$ cat src/rtl/evtInPkg.sv
`timescale 1ns/1ps
package evtInPkg;
  localparam int NUM_CH  = 16;
  localparam int BYTE_W  = 8;

  // register word codes carried in regAddr[2:1]
  localparam logic [1:0] SEL_ENABLE = 2'd0;
  localparam logic [1:0] SEL_IRQEN  = 2'd1;
  localparam logic [1:0] SEL_TRIG   = 2'd2;
  localparam logic [1:0] SEL_OVRN   = 2'd3;

  typedef struct packed {
    logic              wrEnable;
    logic              wrIrqEn;
    logic              wrTrig;
    logic              rdOvrn;
    logic              hiHalf;
    logic [1:0]        regSel;
    logic [BYTE_W-1:0] data;
  } regStrobe_t;
endpackage

$ cat src/rtl/evtInCtrl.sv
`timescale 1ns/1ps
module evtInCtrl
  import evtInPkg::*;
(
  input  logic              regWr,
  input  logic              regRd,
  input  logic [2:0]        regAddr,
  input  logic [BYTE_W-1:0] regWrData,
  output regStrobe_t        strb
);
  logic [1:0] sel;
  assign sel = regAddr[2:1];

  always_comb begin
    strb.regSel   = sel;
    strb.hiHalf   = ~regAddr[0];
    strb.data     = regWrData;
    strb.wrEnable = regWr && (sel == SEL_ENABLE);
    strb.wrIrqEn  = regWr && (sel == SEL_IRQEN);
    strb.wrTrig   = regWr && (sel == SEL_TRIG);
    strb.rdOvrn   = regRd && (sel == SEL_OVRN);
  end
endmodule

$ cat src/rtl/evtInSync.sv
`timescale 1ns/1ps
module evtInSync #(
  parameter int WIDTH = 16
) (
  input  logic             clk,
  input  logic             rstN,
  input  logic [WIDTH-1:0] din,
  output logic [WIDTH-1:0] rise
);
  logic [WIDTH-1:0] stage1, stage2, lastLvl;

  always_ff @(posedge clk) begin
    if (!rstN) begin
      stage1  <= '0;
      stage2  <= '0;
      lastLvl <= '0;
    end else begin
      stage1  <= din;
      stage2  <= stage1;
      lastLvl <= stage2;
    end
  end

  assign rise = stage2 & ~lastLvl;
endmodule

$ cat src/rtl/evtInDatapath.sv
`timescale 1ns/1ps
module evtInDatapath
  import evtInPkg::*;
#(
  parameter int NCH = NUM_CH
) (
  input  logic                    clk,
  input  logic                    rstN,
  input  logic [NCH-1:0]          rise,
  input  regStrobe_t              strb,
  input  logic [$clog2(NCH)-1:0]  scanIdx,
  input  logic                    scanAck,
  output logic                    scanPending,
  output logic [BYTE_W-1:0]       rdData,
  output logic                    irq,
  output logic [NCH-1:0]          pendVec,
  output logic [NCH-1:0]          errVec,
  output logic [NCH-1:0]          enVec
);
  localparam int IDX_W = $clog2(NCH);
  localparam int HALF  = NCH / 2;

  logic [NCH-1:0] enQ, ienQ, errQ, pendQ;
  logic [NCH-1:0] halfMask, wideData, trigPulse, req, overrun, errClr;

  assign halfMask  = strb.hiHalf ? {{HALF{1'b1}}, {HALF{1'b0}}}
                                 : {{HALF{1'b0}}, {HALF{1'b1}}};
  assign wideData  = {2{strb.data}};
  assign trigPulse = strb.wrTrig ? (wideData & halfMask) : '0;
  assign req       = (rise | trigPulse) & enQ;
  assign errClr    = strb.rdOvrn ? halfMask : '0;

  for (genvar ch = 0; ch < NCH; ch++) begin : g_chan
    logic ackHit;
    assign ackHit      = scanAck && (scanIdx == IDX_W'(ch));
    assign overrun[ch] = req[ch] && pendQ[ch] && !ackHit;

    always_ff @(posedge clk) begin
      if (!rstN)          pendQ[ch] <= 1'b0;
      else if (ackHit)    pendQ[ch] <= req[ch];
      else if (req[ch])   pendQ[ch] <= 1'b1;
    end
  end

  always_ff @(posedge clk) begin
    if (!rstN) begin
      enQ  <= '0;
      ienQ <= '0;
      errQ <= '0;
    end else begin
      if (strb.wrEnable) enQ  <= (enQ  & ~halfMask) | (wideData & halfMask);
      if (strb.wrIrqEn)  ienQ <= (ienQ & ~halfMask) | (wideData & halfMask);
      errQ <= (errQ & ~errClr) | overrun;
    end
  end

  function automatic logic [BYTE_W-1:0] pickHalf(input logic [NCH-1:0] v, input logic hi);
    return hi ? v[NCH-1:HALF] : v[HALF-1:0];
  endfunction

  always_comb begin
    case (strb.regSel)
      SEL_ENABLE: rdData = pickHalf(enQ, strb.hiHalf);
      SEL_IRQEN:  rdData = pickHalf(ienQ, strb.hiHalf);
      SEL_OVRN:   rdData = pickHalf(errQ, strb.hiHalf);
      default:    rdData = '0;
    endcase
  end

  assign irq         = |(errQ & ienQ);
  assign scanPending = pendQ[scanIdx];
  assign pendVec     = pendQ;
  assign errVec      = errQ;
  assign enVec       = enQ;
endmodule

$ cat src/rtl/evtInCapture.sv
`timescale 1ns/1ps
module evtInCapture
  import evtInPkg::*;
#(
  parameter int NCH   = NUM_CH,
  parameter int IDX_W = $clog2(NCH)
) (
  input  logic              clk,
  input  logic              rstN,
  input  logic [NCH-1:0]    sigIn,
  input  logic [2:0]        regAddr,
  input  logic              regWr,
  input  logic              regRd,
  input  logic [BYTE_W-1:0] regWrData,
  output logic [BYTE_W-1:0] regRdData,
  input  logic [IDX_W-1:0]  scanIdx,
  input  logic              scanAck,
  output logic              scanPending,
  output logic              irq
);
  regStrobe_t     strb;
  logic [NCH-1:0] rise;
  logic [NCH-1:0] pendVec, errVec, enVec;

  evtInCtrl u_ctrl (
    .regWr(regWr), .regRd(regRd), .regAddr(regAddr),
    .regWrData(regWrData), .strb(strb)
  );

  evtInSync #(.WIDTH(NCH)) u_sync (
    .clk(clk), .rstN(rstN), .din(sigIn), .rise(rise)
  );

  evtInDatapath #(.NCH(NCH)) u_dp (
    .clk(clk), .rstN(rstN), .rise(rise), .strb(strb),
    .scanIdx(scanIdx), .scanAck(scanAck), .scanPending(scanPending),
    .rdData(regRdData), .irq(irq),
    .pendVec(pendVec), .errVec(errVec), .enVec(enVec)
  );
endmodule

$ cat config.mk
export PLATFORM = sky130hd
export DESIGN_NAME = evtInCapture
export DESIGN_NICKNAME = d
export VERILOG_FILES = /design/src/rtl/evtInPkg.sv /design/src/rtl/evtInCtrl.sv /design/src/rtl/evtInSync.sv /design/src/rtl/evtInDatapath.sv /design/src/rtl/evtInCapture.sv
export SDC_FILE = /design/constraint.sdc
export NUM_CORES = 1
export LEC_CHECK = 0
export CORE_MARGIN = 3
export CORE_UTILIZATION = 30
export DETAILED_ROUTE_END_ITERATION = 8
export PLACE_DENSITY_LB_ADDON = 0.3
export SKIP_LAST_GASP = 1
export SYNTH_ARGS = -nofsm -noshare
export SYNTH_HDL_FRONTEND = slang
export SYNTH_SLANG_ARGS = --single-unit
$ cat constraint.sdc
create_clock -name clk -period 1.5 [get_ports clk]
set_input_delay 0.3 -clock clk [delete_from_list [all_inputs] [get_ports clk]]
set_output_delay 0.3 -clock clk [all_outputs]
set_load 0.02 [all_outputs]
==> results of run 1 <==
repair_timing:
item / in CTS / in global routing
cloned: 3 / 0
resized for setup: 99 / 19
buffers inserted: 11 / 3
pin swaps: 9 / 9
setup endpoints to repair: 64 / 34
where the power goes:
group / leakage, nW / total (mW) / internal (mW) / switching, mW
combinational: 1.58 / 0.677 / 0.364 / 0.313
clock: 0.150 / 2.44 / 1.35 / 1.09
sequential: 0.921 / 3.08 / 3.04 / 0.0340
synthesized netlist by cell type, types with 7 or more instances:
library cell | instances | share of area [%]
dfxtp_1 | 112 | 50
and2_1 | 49 | 6.8
nand2_1 | 38 | 3.2
a21oi_1 | 31 | 3.4
mux2i_1 | 20 | 4.4
clkbuf_1 | 18 | 1.5
mux2_2 | 16 | 4.0
nor2_1 | 16 | 1.3
o21ai_0 | 15 | 1.7
a31oi_1 | 10 | 1.4
and3b_1 | 10 | 1.9
o211ai_1 | 10 | 1.7
o2bb2ai_1 | 10 | 1.9
a221oi_1 | 9 | 1.7
a22oi_1 | 9 | 1.5
o21a_1 | 8 | 1.3
a32o_1 | 7 | 1.5
buf_2 | 7 | 0.77
nand3b_1 | 7 | 1.2
final timing paths:
kind	from	endpoint	slack (ns)	depth (start not counted)
hold reg to reg	u_sync.stage1[0]	u_sync.stage2[0]	0.43	1
setup / recovery	u_dp.pendVec[12]	scanPending	-0.35	4
setup reg to reg	register	u_dp.errVec[14]	0.19	4
hold / removal	rstN	u_dp.pendVec[2]	0.42	3
through the flow:
| stage | TNS [ns] | cells | setup WS (ns) |
|---|---|---|---|
| detailed placement | -38.47 | 747 | -1.09 |
| global placement | -37.67 | 747 | -1.07 |
| finish | -2.62 | 780 | -0.354 |
| CTS | -2.72 | 777 | -0.368 |
| global route | -3.08 | 780 | -0.428 |
| floorplan | 0 | 442 | 0.00141 |
routing by layer:
layer,global-route usage (%),routed length [um],vias up
met5,0,0,-
met2,27.7,6620,94
li1,-,-,1916
met4,5.56,286,0
met1,22.6,6540,1900
met3,4.11,646,15
layout by cell type, fill, tap and decap left out, types with 5 or more instances in the layout:
| master | count |
|---|---|
| a21oi_1 | 26 |
| a21oi_2 | 5 |
| a221oi_2 | 5 |
| a22oi_2 | 6 |
| a31oi_1 | 10 |
| a32o_1 | 6 |
| and2_1 | 48 |
| and3b_1 | 10 |
| buf_12 | 7 |
| buf_4 | 115 |
| buf_6 | 6 |
| clkbuf_16 | 9 |
| clkdlybuf4s50_1 | 27 |
| dfxtp_1 | 94 |
| dfxtp_2 | 17 |
| mux2_2 | 9 |
| mux2_4 | 7 |
| mux2i_1 | 18 |
| nand2_1 | 38 |
| nand3b_1 | 7 |
| nor2_1 | 16 |
| o211ai_1 | 10 |
| o21a_1 | 8 |
| o21ai_0 | 15 |
| o2bb2ai_1 | 10 |
critical path: cells and delay by family (launching register included):
kind / cells / cell delay, ns
flops: 1 / 0.34
buf+inv: 1 / 0.16
mux: 3 / 0.71
final cells by class:
class,count,area share [%]
repair buffers,167,22.6
multi-input cells,298,35.0
clock inverters,6,1.02
flip-flops and latches,112,34.1
well taps,184,3.46
clock buffers,10,3.60
inverters,3,0.207
cells by family (layout without fill, tap and decap cells):
logic type	Yosys count	count (layout)	synth area share (%)
AOI/OAI and AO/OA	123	123	19.0
buffers and inverters	32	186	3.34
DFF	112	112	49.5
muxes	40	40	10.7
and+or+nand+nor	135	135	17.4
==> run summary, run 1 <==
Async S/R FF share, synth = 0%
IO Pins = 46
drt first pass iters = 4
Max stage delay cell, worst path = mux4_2
Synth Net Count = 478
Layout area overhead = 46.8%
Lkg Pwr = 2.65 nW
port bufs = 45
Pwr per Cell Area = 932 mW/mm2
ratio of cells with drive above 1 in the final layout = 37.6%
Reg clk slew, reported paths = 0.07 ns
CP Launch Type = register
Max Slew Vio Count = 0
final antenna diode count = 0
number of synthesized flops with an enable pin = 0
Core Area = 0.0146 mm2
Syn Area/Cell = 10.2 um2
violations in the final reports = setup timing
setup violators final = 10
worst-margin pin slew = 0.513 ns
# nets final = 627
max-cap viol count = 0
starting density of the core = 30.9%
H-tree levels = 3
Final Hold Viols = 0
placed cell areas = 0.00597 mm2
largest fanout on the critical path = 2
First DRT Iteration DRCs = 243
DIE WIDTH = 129 um
antenna viol nets, final = 0
Remaining DRCs = 0
fin area = 0.00665 mm2
Skew-Pair Late Insertion Delay = 0.35 ns
Synth warnings = 0
worst IR drop on VDD = 0.000567 V
GP Congestion = 0.969
Overflow after GRT = 0
fmax = 539 MHz
multi-input logic area = 0.00232 mm2
slowest stage delay, CP = 0.45 ns
Rel. slew slack = 65.6%
vias in the first global route = 3,885
final worst-path cycle share = 124%
routed len/inst = 18.1 um
post-layout util = 45.4%
Worst Hold Class = primary input to register
Sink Count = 112
root buffer cell = clkbuf_16
final worst setup slack = -0.354 ns
crit path DAT = 1.55 ns
vias = 3,925
Synth Flop Type = dfxtp_1
clock buffer count from CTS = 9
fillcell total = 1,381
die area = 0.0166 mm2
hold_buf cts = 0
first-pass GRT wire length = 21.6 mm
outcome = complete, but fails checks
Setup CP Type = register to output port
register area = 0.00227 mm2
Required @ worst endpoint = 1.20 ns
synthesized area = 0.00453 mm2
Final min period = 1.85 ns
FF+latch count, synth = 112
Max clock buf depth = 2
clock skew = 0.00559 ns
Netlist cell types = 40
Crit. End Element = output port
RSZ-0062 raised after global routing = true
final worst hold slack = 0.423 ns
Syn Inst Count = 442
largest net degree at the start of global routing = 41
final wirelength = 14.1 mm
dpl hpwl = 10.4 mm
crit-path cells = mux4_2, mux2i_1, mux2i_2, buf_4
Seq/Total Area, Yosys = 49.5%
number of antenna violations at the first check in global routing = 0
row count = 44
Tot Pwr = 6.20 mW
TritonCTS clock tree = built
via/cell ratio = 5.03
Die Y = 129 um
GR Util All Layers = 17.1%
Power figures use the tool's default switching activity.
==> run 2: changes to the inputs <==
- CORE_MARGIN: 3 -> 8
==> run 2 against run 1 <==
The flow still finishes with violations (setup timing). Largest cell class unchanged. Combinational power increased by 1%. Clock power increased by 3%. Hold slack improved by 0.0096 ns. Via count increased by 1.1%. Final area increased by 0.24%. Count of clock-buffer cells in the layout increased by 1. Critical endpoint unchanged. Die area increased by 16%. Non-clock buffer count decreased by 4.
==> run summary, run 2 (same netlist as run 1, synthesis figures left out) <==
outcome = complete, but fails checks
violations in the final reports = setup timing
Reg clk slew, reported paths = 0.07 ns
Final Hold Viols = 0
GR Util All Layers = 15.0%
port bufs = 45
clock buffer count from CTS = 9
top routing layer in use = met4
Max clock buf depth = 2
Rel. slew slack = 64.7%
first-pass GRT wire length = 22.3 mm
die area = 0.0193 mm2
Core Area = 0.0150 mm2
# nets final = 623
largest net degree at the start of global routing = 71
Final min period = 1.85 ns
Skew-Pair Late Insertion Delay = 0.35 ns
Max Slew Vio Count = 0
Layout Cells excl Fill = 780
fin area = 0.00666 mm2
largest fanout on the critical path = 2
fmax = 540 MHz
antenna viol nets, final = 0
placed cell areas = 0.00597 mm2
Pwr per Cell Area = 942 mW/mm2
Crit. End Element = output port
routed len/inst = 18.7 um
dpl hpwl = 10.5 mm
hold_buf cts = 0
number of antenna violations at the first check in global routing = 0
Overflow after GRT = 0
DIE WIDTH = 139 um
Sink Count = 112
worst-margin pin slew = 0.528 ns
Remaining DRCs = 0
H-tree levels = 3
most frequent cells in the layout = 105 x buf_4, 94 x dfxtp_1, 48 x and2_1, 38 x nand2_1
vias in the first global route = 3,920
final wirelength = 14.6 mm
fillcell total = 1,444
wire length on met2 = 6.63 mm
CP Launch Type = register
vias = 3,969
crit path DAT = 1.55 ns
final worst setup slack = -0.352 ns
number of placed cells counting well taps = 747
starting density of the core = 30.2%
TritonCTS clock tree = built
via/cell ratio = 5.09
leading cell type in the layout, fill and taps excluded = buf_4
Metal-1 WL = 6.69 mm
Lkg Pwr = 2.64 nW
First DRT Iteration DRCs = 293
Die Y = 139 um
GP Congestion = 0.937
IO Pins = 46
WL met3 = 760 um
drt first pass iters = 5
max-cap viol count = 0
ratio of cells with drive above 1 in the final layout = 37.3%
final antenna diode count = 0
RSZ-0062 raised after global routing = true
Layout area overhead = 47.2%
Worst Hold Class = register to register
Setup CP Type = register to output port
Required @ worst endpoint = 1.20 ns
clock skew = 0.00642 ns
root buffer cell = clkbuf_16
setup violators final = 10
final worst-path cycle share = 123%
row count = 45
worst IR drop on VDD = 0.000586 V
## run 2: changes by cell type in the layout (fill, tap and decap cells not counted), moves of 2 or more
cell / before / now
o21ai_0: 15 / 13
clkbuf_1: 0 / 2
o21ai_1: 0 / 2
buf_12: 7 / 5
a31oi_1: 10 / 8
buf_6: 6 / 16
buf_4: 115 / 105
## run 2: area by class of cell
class	instances	area, um2	share of cell area, %
Tap cell	188	235	3.53
Timing Repair Buffer	163	1490	22.4
Multi-Input combinational cell	298	2350	35.2
Clock inverter	5	78.8	1.18
Clock buffer	11	233	3.49
Sequential cell	112	2260	34.0
Inverter	3	11.3	0.169
## run 2: critical path, cell delays in order (launching register included)
cell     delay [ns]
dfxtp_2        0.33
mux4_2         0.45
mux2i_1        0.18
mux2i_2        0.09
buf_4          0.16
## run 2: power breakdown
part	switching, mW	internal, mW	leakage, nW
logic	0.318	0.365	1.57
registers	0.0341	3.05	0.920
clock network	1.05	1.47	0.154
total	1.40	4.88	2.64
## run 2: routing by layer
metal  GRT usage [%]  vias up
met2            23.7      131
met4            6.99        0
met5               0        -
li1                -     1906
met1            19.0     1902
met3            3.68       30
## run 2: repair_timing
item / in CTS / in global routing
resized for setup: 108 / 21
endpoints found under the setup margin: 64 / 23
buffers inserted: 14 / 0
cloned: 3 / 0
pin swaps: 11 / 9
## run 2: worst paths after layout
path                          start           endpoint  slack (ns)  cells past startpoint
setup / recovery   u_dp.pendVec[12]        scanPending       -0.35                      4
hold / removal    u_sync.stage1[12]  u_sync.stage2[12]        0.43                      1
setup reg to reg           register     u_dp.errVec[3]        0.30                      5
hold reg to reg   u_sync.stage1[12]  u_sync.stage2[12]        0.43                      1
## run 2: through the flow
stage / util [%] / power [mW] / worst slack [ns] / setup TNS (ns) / hold slack (ns)
4_1_cts: 44.0 / 6.33 / -0.385 / -2.86 / 0.431
6_report: 44.5 / 6.28 / -0.352 / -2.61 / 0.433
3_3_place_gp: 39.8 / 3.72 / -1.09 / -38.03 / 0.419
3_5_place_dp: 39.8 / 3.73 / -1.11 / -39.89 / 0.419
5_1_grt: 44.5 / 6.49 / -0.419 / -3.10 / 0.447
2_1_floorplan: - / 3.41 / 0.00141 / 0 / 0.412
